==> config.mk <==
export PLATFORM = sky130hd
export DESIGN_NAME = xlc_top
export DESIGN_NICKNAME = d
export VERILOG_FILES = /design/src/rtl/xlc_pkg.sv /design/src/rtl/xlc_sync.sv /design/src/rtl/xlc_timer.sv /design/src/rtl/xlc_fsm.sv /design/src/rtl/xlc_top.sv
export SDC_FILE = /design/constraint.sdc
export NUM_CORES = 1
export LEC_CHECK = 0
export BUFFER_PORTS_ARGS = -buffer_cell sky130_fd_sc_hd__buf_2
export CORE_MARGIN = 2
export CORE_UTILIZATION = 50
export DETAILED_ROUTE_END_ITERATION = 16
export PLACE_DENSITY = 0.78
export RECOVER_POWER = 50
export SYNTH_ARGS = -nofsm -noshare
export SYNTH_HDL_FRONTEND = slang
export SYNTH_HIERARCHICAL = 1
export SYNTH_SLANG_ARGS = --single-unit
==> constraint.sdc <==
create_clock -name clk -period 3 [get_ports clk]
set_clock_uncertainty 0.2 [all_clocks]
set_input_delay 0 -clock clk [delete_from_list [all_inputs] [get_ports clk]]
set_output_delay 0 -clock clk [all_outputs]
set_load 0.02 [all_outputs]
==> src/rtl/xlc_pkg.sv <==
package xlc_pkg;
  typedef enum logic [1:0] {
    PH_MAIN_GO   = 2'd0,
    PH_MAIN_SLOW = 2'd1,
    PH_CROSS_GO  = 2'd2,
    PH_CROSS_SLOW = 2'd3
  } phase_e;

  typedef enum logic [1:0] {
    HS_RUN  = 2'd0,
    HS_ASK  = 2'd1,
    HS_DROP = 2'd2
  } hs_e;

  function automatic phase_e phase_after(input phase_e p);
    case (p)
      PH_MAIN_GO:   phase_after = PH_MAIN_SLOW;
      PH_MAIN_SLOW: phase_after = PH_CROSS_GO;
      PH_CROSS_GO:  phase_after = PH_CROSS_SLOW;
      default:      phase_after = PH_MAIN_GO;
    endcase
  endfunction

  function automatic logic is_green(input phase_e p);
    is_green = (p == PH_MAIN_GO) || (p == PH_CROSS_GO);
  endfunction
endpackage

==> src/rtl/xlc_sync.sv <==
module xlc_sync #(
  parameter int          W       = 1,
  parameter logic [W-1:0] RST_VAL = '1
) (
  input  logic         clk,
  input  logic         rst_n,
  input  logic [W-1:0] d_i,
  output logic [W-1:0] q_o
);
  logic [W-1:0] meta_q;
  logic [W-1:0] sync_q;

  always_ff @(posedge clk or negedge rst_n) begin
    if (!rst_n) begin
      meta_q <= RST_VAL;
      sync_q <= RST_VAL;
    end else begin
      meta_q <= d_i;
      sync_q <= meta_q;
    end
  end

  assign q_o = sync_q;
endmodule

==> src/rtl/xlc_timer.sv <==
module xlc_timer #(
  parameter int GREEN_CYC = 20,
  parameter int YEL_CYC   = 6,
  parameter int CNT_W     = 5
) (
  input  logic clk,
  input  logic rst_n,
  input  logic run_i,
  output logic green_ok_o,
  output logic yel_ok_o
);
  localparam int LIM = (GREEN_CYC > YEL_CYC) ? GREEN_CYC : YEL_CYC;
  localparam logic [CNT_W-1:0] LIM_V = CNT_W'(LIM);

  logic [CNT_W-1:0] cnt_q;
  logic [CNT_W-1:0] cnt_d;
  logic             cnt_en;

  always_comb begin
    cnt_en = 1'b0;
    cnt_d  = cnt_q;
    if (!run_i) begin
      cnt_en = (cnt_q != '0);
      cnt_d  = '0;
    end else if (cnt_q != LIM_V) begin
      cnt_en = 1'b1;
      cnt_d  = cnt_q + 1'b1;
    end
  end

  always_ff @(posedge clk or negedge rst_n) begin
    if (!rst_n)      cnt_q <= '0;
    else if (cnt_en) cnt_q <= cnt_d;
  end

  assign green_ok_o = (cnt_q >= CNT_W'(GREEN_CYC));
  assign yel_ok_o   = (cnt_q >= CNT_W'(YEL_CYC));
endmodule

==> src/rtl/xlc_fsm.sv <==
module xlc_fsm
  import xlc_pkg::*;
(
  input  logic   clk,
  input  logic   rst_n,
  input  logic   car_i,
  input  logic   ack_i,
  input  logic   green_ok_i,
  input  logic   yel_ok_i,
  output logic   run_o,
  output logic   req_n_o,
  output logic   tgl_n_o,
  output phase_e phase_o
);
  hs_e    hs_q, hs_d;
  phase_e ph_q, ph_d;
  logic   tgl_q, tgl_d;
  logic   req_q, req_d;
  logic   leave;

  always_comb begin
    hs_d  = hs_q;
    ph_d  = ph_q;
    tgl_d = tgl_q;
    leave = is_green(ph_q) ? (car_i && green_ok_i) : yel_ok_i;
    case (hs_q)
      HS_RUN:  if (leave) hs_d = HS_ASK;
      HS_ASK:  if (ack_i) begin
                 hs_d  = HS_DROP;
                 ph_d  = phase_after(ph_q);
                 tgl_d = ~tgl_q;
               end
      HS_DROP: if (!ack_i) hs_d = HS_RUN;
      default: hs_d = HS_RUN;
    endcase
    req_d = (hs_d != HS_ASK);
  end

  always_ff @(posedge clk or negedge rst_n) begin
    if (!rst_n) begin
      hs_q  <= HS_RUN;
      ph_q  <= PH_MAIN_GO;
      tgl_q <= 1'b0;
      req_q <= 1'b1;
    end else begin
      hs_q  <= hs_d;
      ph_q  <= ph_d;
      tgl_q <= tgl_d;
      req_q <= req_d;
    end
  end

  assign run_o   = (hs_q == HS_RUN);
  assign req_n_o = req_q;
  assign tgl_n_o = tgl_q;
  assign phase_o = ph_q;
endmodule

==> src/rtl/xlc_top.sv <==
module xlc_top
  import xlc_pkg::*;
#(
  parameter int GREEN_CYC = 20,
  parameter int YEL_CYC   = 6
) (
  input  logic       clk,
  input  logic       rst_n,
  input  logic       car_wait_n,
  input  logic       ack_n,
  output logic       sim_req_n,
  output logic       real_tgl_n,
  output logic [1:0] phase_o
);
  localparam int LIM   = (GREEN_CYC > YEL_CYC) ? GREEN_CYC : YEL_CYC;
  localparam int CNT_W = $clog2(LIM + 1);

  logic [1:0] raw_in, sync_in;
  logic       car_seen, ack_seen;
  logic       run, green_ok, yel_ok;
  phase_e     phase;

  assign raw_in = {car_wait_n, ack_n};

  xlc_sync #(.W(2), .RST_VAL(2'b11)) u_sync (
    .clk(clk), .rst_n(rst_n), .d_i(raw_in), .q_o(sync_in)
  );

  assign car_seen = ~sync_in[1];
  assign ack_seen = ~sync_in[0];

  xlc_timer #(.GREEN_CYC(GREEN_CYC), .YEL_CYC(YEL_CYC), .CNT_W(CNT_W)) u_timer (
    .clk(clk), .rst_n(rst_n), .run_i(run),
    .green_ok_o(green_ok), .yel_ok_o(yel_ok)
  );

  xlc_fsm u_fsm (
    .clk(clk), .rst_n(rst_n), .car_i(car_seen), .ack_i(ack_seen),
    .green_ok_i(green_ok), .yel_ok_i(yel_ok), .run_o(run),
    .req_n_o(sim_req_n), .tgl_n_o(real_tgl_n), .phase_o(phase)
  );

  assign phase_o = phase;
endmodule

* After elaboration in Yosys (flattened, before gate mapping) *
Cells that the tools add are included.

storage, ports and cells
  register bits after elaboration = 15
  bits in latches = 0
  bits in writable memories = 0
  memory bits (read-only) = 0
  input bits = 4
  output and inout bits = 4
  memories = 0

cells by class
  $add $sub $neg = 1
  multiply operators = 0
  divide/modulo/power cells = 0
  magnitude comparators = 2
  equality and inequality tests = 7
  shift operators = 0
  muxes and demuxes = 10
  bitwise operators = 3
  reductions and logical operators = 7

operators with widths
  kind                   number
  $pmux W2 S3            2
  $mux W5                2
  $mux W2                3
  $add A5 B1 Y5 const B  1
  $ge A5 B3 Y1 const B   1
  $ge A5 B5 Y1 const B   1
  $ne A5 B5 Y1 const B   1
  $reduce_bool A5 Y1     1
  $eq A2 B1 Y1 const B   2
  $eq A2 B2 Y1 const B   2
  $logic_not A2 Y1       2
  $reduce_and A2 Y1      2
  $mux W1                3
  $not A1 Y1             3
  $ne A2 B1 Y1 const B   1
  $ne A2 B2 Y1 const B   1
  $logic_and A1 B1 Y1    1
  $logic_or A1 B1 Y1     1

* Longest topological paths before layout *
Gate-level depths: netlist (run 1).

  depth after elaboration = 6
  mapped depth = 5
  gate-level depth less buffers = 5

* Modules after synthesis *
The synthesis (run 1) kept the hierarchy.

by module, submodules not included
  module     times used  cells each  area an instance (um2)
  xlc_timer  1           34          322.8
  xlc_fsm    1           23          300.3
  xlc_sync   1           4           105.1
  xlc_top    1           2           7.5

* Worst setup path before layout (run 1) *
No wires, ideal clock.

  path kind = flip-flop to flip-flop
  start point = register u_fsm.ph_q[0], in the netlist u_fsm/phase_o[0]
  end point = register u_fsm.hs_q[0]
  data arrival time = 1,247 ps
  required time = 2,674 ps
  path slack = 1,428 ps
  cell stages (with the launch flop) = 5
  period minus slack after synthesis = 1,572 ps
  path through = dfrtp_1 -> inv_1 -> ha_1 -> o211a_1 -> o31a_2

on the way
  word-level cells in the longest chain between the ends = 5
  elaborated cells on any way between the ends = 6
  classes of those cells = eq/ne: 1; mux: 3; reduce/logical: 2

RTL lines
  element                                                  line           source
  from (decl)                                              xlc_fsm.sv:16  phase_e ph_q, ph_d;
  from (signal assigned)                                   xlc_fsm.sv:47  ph_q <= ph_d;
  $eq A2 B2 Y1 / $logic_not A2 Y1 (equally long branches)  xlc_pkg.sv:25  is_green = (p == PH_MAIN_GO) || (p == PH_CROSS_GO);
  $logic_or A1 B1 Y1 *                                     xlc_pkg.sv:25
  $mux W1 *                                                xlc_fsm.sv:25  leave = is_green(ph_q) ? (car_i && green_ok_i) : yel_ok_i;
  $mux W2 *                                                xlc_fsm.sv:27  HS_RUN: if (leave) hs_d = HS_ASK;
  $pmux W2 S3 *                                            xlc_fsm.sv:26  case (hs_q)
  named net u_fsm.hs_d[0]                                  xlc_fsm.sv:15  hs_e hs_q, hs_d;
  to (signal assigned)                                     xlc_fsm.sv:46  hs_q <= hs_d;
  to (decl)                                                xlc_fsm.sv:15

The timed path passes the listed nets; every way through them passes the cells marked *.
A chain may end at the register's enable or synchronous reset.

* Final worst setup path (run 1) *
  start point = register u_timer.cnt_q[2]
  end point = register u_fsm.hs_q[0]

on the way
  elaborated cells on any way between the ends = 6
  classes of those cells = order compare: 2; mux: 3; reduce/logical: 1

RTL lines
  element                  line             source
  from (decl)              xlc_timer.sv:15  logic [CNT_W-1:0] cnt_q;
  from (signal assigned)   xlc_timer.sv:33  else if (cnt_en) cnt_q <= cnt_d;
  $ge A5 B3 Y1             xlc_timer.sv:37  assign yel_ok_o = (cnt_q >= CNT_W'(YEL_CYC));
  named net yel_ok         xlc_top.sv:20    logic run, green_ok, yel_ok;
  $mux W1                  xlc_fsm.sv:25
  $mux W2                  xlc_fsm.sv:27
  $pmux W2 S3              xlc_fsm.sv:26
  named net u_fsm.hs_d[0]  xlc_fsm.sv:15

The timed path passes the listed nets, and every way through them passes these cells.

==> results of run 1 <==
==> per-layer routing <==
metal | vias up | share of wire, % | global-route usage [%]
met5 | - | 0 | 0
met4 | 0 | 0.95 | 9.375
met3 | 2 | 2.7 | 2.586
met2 | 7 | 47 | 24.31
met1 | 234 | 49 | 21.04
li1 | 238 | - | -
==> repair_timing <==
item / in CTS / in global routing
hold buffers: 4 / 0
setup buffers: 0 / 0
hold endpoints to repair: 17 / 0
==> Yosys cell counts, drive strengths merged <==
library cell / instances
nor2: 3
inv: 6
o211a: 1
o21ai: 1
and3: 1
nor3: 1
o21a: 1
nand2: 2
xor2: 1
nand3b: 2
ha: 4
nand3: 4
a211o: 1
xnor2: 2
o31ai: 3
nand4b: 1
mux2i: 2
and2: 2
nor3b: 1
o31a: 1
a31oi: 1
dfrtp: 10
mux2: 1
nor2b: 1
a21oi: 2
buf: 3
dfstp: 5
==> cell families (layout without fill, tap and decap cells) <==
| group | after synthesis | after routing | share of synthesized area, % |
|---|---|---|---|
| simple gates | 18 | 18 | 15.31 |
| xor+xnor | 3 | 3 | 3.572 |
| fa+ha+maj | 4 | 4 | 6.803 |
| compound gates | 11 | 11 | 11.05 |
| mux | 3 | 3 | 4.761 |
| buf+inv | 9 | 21 | 6.632 |
| flops | 15 | 15 | 51.87 |
==> path summary, 6_finish.rpt <==
kind,endpoint,slack [ns],cells after the start
min in group asynchronous,u_fsm/req_n_o,0.17,2
worst max register to register,u_fsm/hs_q[0],1.40,3
max in group asynchronous,u_fsm/phase_o[0],1.50,3
worst min-delay path,u_sync/meta_q[0],0.15,2
worst min register to register,u_sync/q_o[1],0.16,0
worst max-delay path,u_fsm/hs_q[0],1.40,3
==> where the power goes <==
group          switching [mW]  internal (mW)
clock                  0.0628         0.0493
combinational           0.160          0.129
sequential             0.0705          0.271
==> per-stage QoR <==
stage,utilization (%),setup slack [ns],std cells
2_1_floorplan,-,1.428,63
3_3_place_gp,57.22,1.418,82
3_5_place_dp,57.22,1.417,82
4_1_cts,62.29,1.417,90
5_1_grt,60.60,1.274,90
6_report,60.60,1.404,90
==> flip-flops by register name, indices dropped and copies added, names as in the netlist <==
signal and cells:
u_timer/cnt_q 5, u_fsm/req_n_o 1, u_sync/q_o 2, u_fsm/phase_o 2, u_sync/meta_q 2, u_fsm/hs_q 2, u_fsm/tgl_n_o 1
==> area by class of cell <==
type	count	area, sq um
Clock buffer	3	22.52
Clock inverter	1	5.005
Fill cell	126	525.5
Inverter	6	22.52
Multi-Input combinational cell	39	289.0
Sequential cell	15	381.6
Tap cell	15	18.77
Timing Repair Buffer	11	68.82
==> layout by cell type (no fill, tap or decap), types with 3 or more instances in the layout <==
master	netlist	routed
dfrtp_1	10	10
inv_1	6	6
clkbuf_1	0	5
dfstp_2	5	5
dlygate4sd3_1	0	4
ha_1	4	4
nand3_1	4	4
clkbuf_4	0	3
nor2_1	3	3
o31ai_1	3	3
==> results.py, run 1 <==
metrics = {
    "worst_setup_path": {
        "cp_cell_sequence": "a211o_2 -> nor3b_1 -> o31a_2",
        "endpoint_kind": "flop",
        "path_buf_inv": 0,
        "path_delay_family": "compound AO/OA/AOI/OAI gates",
        "critPathSlowestCell": "dfrtp_1",
        "cp.arrival_ns": 1.56,
        "critPathRequiredTime_ns": 2.97,
        "crit_start": "u_timer/cnt_q[2]",
        "critPathLaunchType": "flop",
        "r2r_start": "u_timer/cnt_q[2]",
        "max_stage_delay_ns": 0.48,
        "cp_max_fo": 9,
        "critPathKind": "reg -> reg",
    },
    "yosys": {
        "synth_top_area_cell": "dfrtp_1",
        "ys_seq_area_share_pct": 51.87,
        "netlist_area_sq_um": 735.7,
        "postSynthCellCount": 63,
        "synth_top_area_share_pct": 34.01,
        "avgSynthCellArea_sq_um": 11.68,
        "synth_nets": 71,
        "synth-seq-cells": 15,
        "synth.distinct_cells": 29,
        "synthTopCellsByArea": "dfrtp_1, dfstp_2, ha_1",
        "yosysWarnings": 6,
    },
    "layout": {
        "nNetsFinal": 84,
        "final_cell_area_sq_um": 808.3,
        "n_antenna_cell": 0,
        "layout-drive-gt1-share_pct": 17.33,
        "area_delta_synth_final_pct": 9.864,
    },
    "die": {
        "start_util_pct": 55.16,
        "io_pins": 8,
        "core_sq_um": 1334,
        "fp.dieH_um": 42.36,
        "rows": 13,
        "die_w_um": 42.36,
        "dieArea_sq_um": 1794,
    },
    "sta": {
        "tns_ns": 0,
        "layout_min_cycle_time_ns": 1.596,
        "period_share_pct": 53.20,
        "holdWs_ns": 0.1545,
        "rsz0062_at_grt": "false",
        "tightest_slew_ns": 0.4807,
        "fmax_mhz": 626.6,
        "maxSlewHeadroom_pct": 67.85,
        "final_max_slew_viol_count": 0,
        "finalSetupViolations": 0,
        "finalHoldViolations": 0,
    },
    "global_route": {
        "antenna_found_initial": 0,
        "grt_pass1_wl_um": 2104,
        "grt_usage_pct": 15.90,
        "grt_pass1_vias": 466,
        "grt_max_degree": 11,
        "grt_remaining_overflow": 0,
    },
    "clock_tree": {
        "cts_buffers": 3,
        "clock-sinks": 15,
        "clkTransAtPathRegs_ns": 0.09,
        "cts_tree": "done",
        "cts.path.max_buffers": 2,
        "cts_resized": 0,
        "ctsRootBufferMaster": "clkbuf_4",
        "h-tree-depth": 1,
        "insertion_delay_ns": 0.28,
    },
    "power_and_ir_drop": {
        "power.total_mw": 0.7417,
        "ir_drop_mv": 0.4532,
        "p_per_area_nw_per_um2": 917.7,
        "p_leak_nw": 0.3933,
    },
    "route": {
        "ant_nets": 0,
        "wl_per_cell_um": 12.89,
        "vias_per_cell": 5.344,
        "drtIter0Drc": 1,
        "dr.pass1.iters": 4,
        "vias": 481,
        "remaining_drc_errors": 0,
        "drt-total-wl_um": 1160,
    },
    "outcome": {
        "status": "completed",
    },
    "place": {
        "gp_congestion": 0.7204,
        "placed_area_sq_um": 763.2,
        "dp_hpwl_um": 796.5,
        "port_buffers": 7,
    },
    "flow_run": {
        "drv_cap": 0,
    },
    "min_path": {
        "hold_class": "in -> reg",
        "hold_start": "ack_n",
    },
}
Power figures use the tool's default switching activity.
==> run 2, diff against run 1 <==
--- a/config.mk
+++ b/config.mk
@@ -7,9 +7,9 @@
 export LEC_CHECK = 0
 export BUFFER_PORTS_ARGS = -buffer_cell sky130_fd_sc_hd__buf_2
 export CORE_MARGIN = 2
-export CORE_UTILIZATION = 50
+export CORE_UTILIZATION = 49
 export DETAILED_ROUTE_END_ITERATION = 16
-export PLACE_DENSITY = 0.78
+export PLACE_DENSITY = 0.79
 export RECOVER_POWER = 50
 export SYNTH_ARGS = -nofsm -noshare
 export SYNTH_HDL_FRONTEND = slang
==> constraint.sdc (replaced) <==
create_clock -name clk -period 1.4 [get_ports clk]
set_clock_uncertainty 0.2 [all_clocks]
set_input_delay 0 -clock clk [delete_from_list [all_inputs] [get_ports clk]]
set_output_delay 0 -clock clk [all_outputs]
set_load 0.02 [all_outputs]
==> run 2 against run 1 <==
The flow now finishes with violations (negative setup slack); largest power group is now combinational logic; non-clock buffer count up 13; critical endpoint unchanged; first-iteration DRC count grew to 7.0 times the previous value; clock-buffer cell count unchanged; critical path depth unchanged; combinational power rose to 4.0 times the previous value; global-route usage up 2.6 points; sequential power rose by 110%.
==> results.py, run 2 (same netlist as run 1, synthesis figures left out) <==
metrics = {
    "clock_tree": {
        "cts.path.max_buffers": 2,
        "cts_buffers": 3,
        "cts_tree": "done",
        "clock-sinks": 15,
        "clkTransAtPathRegs_ns": 0.09,
        "ctsRootBufferMaster": "clkbuf_4",
        "insertion_delay_ns": 0.28,
        "h-tree-depth": 1,
    },
    "die": {
        "rows": 13,
        "start_util_pct": 54.49,
        "die_w_um": 42.75,
        "fp.dieH_um": 42.75,
        "io_pins": 8,
        "core_sq_um": 1350,
        "dieArea_sq_um": 1828,
    },
    "place": {
        "port_buffers": 7,
        "gp_congestion": 0.8377,
        "place_inst": 93,
        "placed_area_sq_um": 883.3,
        "dp_hpwl_um": 1017,
    },
    "worst_setup_path": {
        "critPathKind": "reg -> reg",
        "reg2reg_depth": 3,
        "critPathLaunchType": "flop",
        "critPathRequiredTime_ns": 1.37,
        "cp_cell_sequence": "ha_4 -> o211a_1 -> o31a_2",
        "endpoint_kind": "flop",
        "critPathSlowestCell": "dfrtp_2",
        "cp.depth": 3,
        "cp.arrival_ns": 1.45,
        "path_delay_family": "compound AO/OA/AOI/OAI gates",
        "path_buf_inv": 0,
        "max_stage_delay_ns": 0.45,
        "cp_max_fo": 3,
    },
    "layout": {
        "largest_register_ffs": 5,
        "n_antenna_cell": 0,
        "regMostFlops": "u_timer/cnt_q",
        "layout.cells.non_filler": 103,
        "final_cell_area_sq_um": 1011,
        "fin_util_pct": 74.88,
        "layout-drive-gt1-share_pct": 51.14,
        "final_cell_mix": "buf_4, dfrtp_1, dfstp_2",
        "mostFrequentLayoutCell": "buf_4",
        "nFillCells": 96,
        "area_delta_synth_final_pct": 37.41,
        "nNetsFinal": 97,
    },
    "global_route": {
        "grt_usage_pct": 18.51,
        "grt_pass1_wl_um": 2408,
        "grt_max_degree": 11,
        "grt_pass1_vias": 572,
        "grt_remaining_overflow": 0,
        "antenna_found_initial": 0,
    },
    "sta": {
        "tns_ns": -0.07929,
        "fmax_mhz": 676.0,
        "finalSetupViolations": 1,
        "layout_min_cycle_time_ns": 1.479,
        "rsz0062_at_grt": "true",
        "fin_ws_ns": -0.07929,
        "tightest_slew_ns": 0.4946,
        "final_max_slew_viol_count": 0,
        "finalHoldViolations": 0,
        "period_share_pct": 105.7,
        "maxSlewHeadroom_pct": 67.03,
    },
    "power_and_ir_drop": {
        "p_per_area_nw_per_um2": 2087,
        "p_sw_share_pct": 38.86,
        "p_seq_share_pct": 33.5,
        "p_comb_share_pct": 54.9,
        "p_int_mw": 1.290,
        "ir_drop_mv": 1.542,
        "power.switching_mw": 0.8202,
        "clockPowerShare_pct": 11.6,
        "p_leak_nw": 0.4985,
    },
    "route": {
        "vias": 552,
        "dr.pass1.iters": 4,
        "drtIter0Drc": 7,
        "wl_per_cell_um": 13.92,
        "remaining_drc_errors": 0,
        "ant_nets": 0,
        "vias_per_cell": 5.359,
        "drt-total-wl_um": 1434,
    },
    "outcome": {
        "violations": "negative setup slack",
        "status": "complete, but fails checks",
    },
    "min_path": {
        "hold-path-cell-count": 2,
        "hold_class": "in -> reg",
    },
    "flow_run": {
        "drv_cap": 0,
    },
}
## run 2: cell types whose count changed in the layout (fill, tap and decap cells not counted), moves of 2 or more
cell	delta
inv_1	-3
dfrtp_2	+3
clkbuf_1	-2
inv_4	+2
buf_4	+12
dfrtp_1	-3
buf_2	+2
ha_1	-4
ha_4	+4
## run 2: final timing paths
check                                 start          endpoint  slack [ns]
max in group asynchronous             rst_n  u_fsm/phase_o[0]        0.25
hold / removal                        ack_n  u_sync/meta_q[0]        0.15
hold reg to reg            u_sync/meta_q[0]     u_sync/q_o[0]        0.16
setup / recovery           u_fsm/phase_o[1]     u_fsm/hs_q[0]       -0.08
min in group asynchronous             rst_n     u_fsm/req_n_o        0.16
setup reg to reg           u_fsm/phase_o[1]     u_fsm/hs_q[0]       -0.08
## run 2: worst register-to-register path, delay by kind of cell (launching register included)
| family | cells | cell delay [ns] |
|---|---|---|
| compound gates | 2 | 0.56 |
| flops | 1 | 0.45 |
| fa+ha+maj | 1 | 0.17 |
## run 2: area by class of cell
| type | instances | area, sq um | share of cell area [%] |
|---|---|---|---|
| well taps | 15 | 18.77 | 1.856 |
| clock inverters | 1 | 5.005 | 0.4950 |
| inverters | 6 | 27.53 | 2.723 |
| multi-input cells | 39 | 376.6 | 37.25 |
| clock buffers | 3 | 22.52 | 2.228 |
| repair buffers | 24 | 175.2 | 17.33 |
| flip-flops and latches | 15 | 385.4 | 38.12 |
## run 2: stage by stage
step	setup slack [ns]	power, mW	hold WS, ns
5_1_grt	-0.1037	2.281	0.1498
2_1_floorplan	-0.1014	1.363	-0.4956
3_5_place_dp	-0.06771	1.703	-0.2820
6_report	-0.07929	2.110	0.1509
4_1_cts	-0.07508	2.059	0.04153
3_3_place_gp	-0.03589	1.644	-0.2833
## run 2: repair_timing
action,CTS,global route
resized for setup,3,9
cloned,0,0
hold endpoints to repair,17,0
buffers inserted,2,0
hold buffers,4,0
endpoints found under the setup margin,4,16
pin swaps,2,5
## run 2: power by group through the flow
stage | clock [mW] | sequential, mW | combinational [mW]
after floorplan | 0 | 0.777 | 0.587
after global placement | 0 | 0.695 | 0.949
after detailed placement | 0 | 0.710 | 0.994
after CTS | 0.252 | 0.695 | 1.11
after global routing | 0.275 | 0.729 | 1.28
final | 0.244 | 0.708 | 1.16
## run 2: per-layer routing
layer | share of wire [%] | routed length [um] | up-vias | GRT usage, %
met3 | 3.0 | 43 | 2 | 5.106
met2 | 54 | 777 | 7 | 35.45
met5 | 0 | 0 | - | 0
li1 | - | - | 266 | -
met4 | 1.3 | 19 | 0 | 5.625
met1 | 41 | 593 | 277 | 18.97
==> run 3, diff against run 2 <==
--- a/config.mk
+++ b/config.mk
@@ -5,11 +5,11 @@
 export SDC_FILE = /design/constraint.sdc
 export NUM_CORES = 1
 export LEC_CHECK = 0
-export BUFFER_PORTS_ARGS = -buffer_cell sky130_fd_sc_hd__buf_2
-export CORE_MARGIN = 2
-export CORE_UTILIZATION = 49
+export CORE_MARGIN = 1
+export CORE_UTILIZATION = 50
 export DETAILED_ROUTE_END_ITERATION = 16
-export PLACE_DENSITY = 0.79
+export DONT_BUFFER_PORTS = 1
+export PLACE_DENSITY = 0.73
 export RECOVER_POWER = 50
 export SYNTH_ARGS = -nofsm -noshare
 export SYNTH_HDL_FRONTEND = slang
==> constraint.sdc (replaced) <==
create_clock -name clk -period 1.9 [get_ports clk]
set_clock_uncertainty 0.2 [all_clocks]
set_input_delay 0 -clock clk [delete_from_list [all_inputs] [get_ports clk]]
set_output_delay 0 -clock clk [all_outputs]
set_load 0.02 [all_outputs]
==> run 3 against run 2 <==
Sequential share of layout area is 9.9 points higher; final cell count down 17%; die area fell by 11%; the run now ends clean; critical endpoint unchanged; critical path depth unchanged; worst hold slack worse by 0.080 ns.
==> results.py, run 3 (same netlist as run 1, synthesis figures left out) <==
metrics = {
    "clock_tree": {
        "insertion_delay_ns": 0.27,
        "cts_buffers": 3,
        "cts_setup_buffers": 0,
        "clock-sinks": 15,
        "h-tree-depth": 1,
        "ctsRootBufferMaster": "clkbuf_4",
        "cts_tree": "done",
        "clkTransAtPathRegs_ns": 0.08,
        "cts.path.max_buffers": 2,
    },
    "worst_setup_path": {
        "cp_cell_sequence": "a211o_2 -> nor3b_1 -> o31a_2",
        "critPathLaunchType": "flop",
        "endpoint_kind": "flop",
        "critPathKind": "reg -> reg",
        "max_stage_delay_ns": 0.47,
        "critPathRequiredTime_ns": 1.86,
        "critPathSlowestCell": "dfrtp_1",
        "cp.arrival_ns": 1.59,
        "cp_max_fo": 9,
    },
    "sta": {
        "tns_ns": 0,
        "tightest_slew_ns": 0.6373,
        "rsz0062_at_grt": "false",
        "period_share_pct": 85.82,
        "layout_min_cycle_time_ns": 1.631,
        "finalHoldViolations": 0,
        "finalSetupViolations": 0,
        "maxSlewHeadroom_pct": 57.37,
        "fmax_mhz": 613.3,
        "final_max_slew_viol_count": 0,
    },
    "die": {
        "fp.dieH_um": 40.36,
        "start_util_pct": 55.16,
        "io_pins": 8,
        "rows": 13,
        "die_w_um": 40.36,
        "core_sq_um": 1334,
        "dieArea_sq_um": 1629,
    },
    "power_and_ir_drop": {
        "p_seq_share_pct": 48.7,
        "ir_drop_mv": 0.8081,
        "power.switching_mw": 0.4622,
        "p_int_mw": 0.7196,
        "p_leak_nw": 0.3881,
        "p_per_area_nw_per_um2": 1487,
        "p_comb_share_pct": 37.0,
        "clockPowerShare_pct": 14.2,
        "power.total_mw": 1.182,
        "p_sw_share_pct": 39.11,
    },
    "route": {
        "vias_per_cell": 5.494,
        "remaining_drc_errors": 0,
        "vias": 467,
        "dr.pass1.iters": 4,
        "wl_per_cell_um": 13.19,
        "ant_nets": 0,
        "drt-total-wl_um": 1121,
        "drtIter0Drc": 18,
    },
    "place": {
        "place_inst": 77,
        "gp_congestion": 0.7501,
        "placed_area_sq_um": 743.2,
        "port_buffers": 0,
        "dp_hpwl_um": 766.4,
    },
    "layout": {
        "mostFrequentLayoutCell": "dfrtp_1",
        "n_antenna_cell": 0,
        "layout.cells.non_filler": 85,
        "layout-drive-gt1-share_pct": 17.14,
        "final_cell_area_sq_um": 794.5,
        "fin_util_pct": 59.57,
        "nFillCells": 106,
        "area_delta_synth_final_pct": 7.993,
        "largest_register_ffs": 5,
        "nNetsFinal": 79,
        "final_cell_mix": "dfrtp_1, inv_1",
        "regMostFlops": "u_timer/cnt_q",
    },
    "global_route": {
        "grt_usage_pct": 16.63,
        "grt_remaining_overflow": 0,
        "grt_pass1_vias": 419,
        "antenna_found_initial": 0,
        "grt_max_degree": 16,
        "grt_pass1_wl_um": 1718,
    },
    "outcome": {
        "status": "completed",
    },
    "min_path": {
        "hold_class": "in -> reg",
    },
    "flow_run": {
        "drv_cap": 0,
    },
}
## run 3: cell types whose count changed in the layout (fill, tap and decap cells not counted), moves of 2 or more
cell,before,now
buf_2,4,0
and2_0,0,2
dfrtp_2,3,0
clkbuf_1,3,1
inv_4,2,0
buf_4,12,1
ha_4,4,0
ha_1,0,4
dfrtp_1,7,10
and2_1,2,0
inv_1,3,6
## run 3: repair_timing
item                                    CTS  global route
hold buffers                              4             0
gates resized for setup                   0             0
endpoints found under the hold margin    17             0
endpoints found under the setup margin    0             0
## run 3: stage by stage
step / hold WS, ns / worst slack, ns
final: 0.07083 / 0.2694
after global routing: 0.05641 / 0.2533
after CTS: 0.05441 / 0.2780
after detailed placement: -0.4952 / 0.3028
after global placement: -0.4953 / 0.3197
after floorplan: -0.4956 / 0.3276
## run 3: routing by layer
layer / vias to the layer above / track usage (%) / share of wire [%]
met2: 10 / 24.60 / 45
met5: - / 0 / 0
met4: 0 / 5.000 / 1.2
met1: 226 / 21.03 / 50
met3: 2 / 8.333 / 4.5
li1: 229 / - / -
## run 3: power groups by stage
stage / clock network [mW] / logic (mW) / registers, mW
3_3_place_gp: 0 / 0.420 / 0.584
6_report: 0.168 / 0.437 / 0.576
2_1_floorplan: 0 / 0.379 / 0.551
4_1_cts: 0.178 / 0.450 / 0.581
3_5_place_dp: 0 / 0.433 / 0.587
5_1_grt: 0.194 / 0.475 / 0.592
## run 3: area by class of cell
cell class	instances	area [sq um]	area share [%]
Tap cell	15	18.77	2.362
Sequential cell	15	381.6	48.03
Timing Repair Buffer	6	51.30	6.457
Multi-Input combinational cell	39	292.8	36.85
Inverter	6	22.52	2.835
Clock inverter	1	5.005	0.6299
Clock buffer	3	22.52	2.835
## run 3: worst max-delay path, delay by kind of cell, from the launching register on
kind	cells	cell delay, ns
AOI/OAI and AO/OA	2	0.69
DFF	1	0.47
and+or+nand+nor	1	0.15
## run 3: path summary, 6_finish.rpt
path	start	end	slack, ns	depth (start not counted)
setup / recovery	u_timer/cnt_q[2]	u_fsm/hs_q[0]	0.27	3
hold reg to reg	u_sync/meta_q[1]	u_sync/q_o[1]	0.16	0
max in group asynchronous	rst_n	u_timer/cnt_q[3]	0.56	2
min in group asynchronous	rst_n	u_fsm/tgl_n_o	0.52	2
hold / removal	car_wait_n	u_sync/meta_q[1]	0.07	1
setup reg to reg	u_timer/cnt_q[2]	u_fsm/hs_q[0]	0.27	3
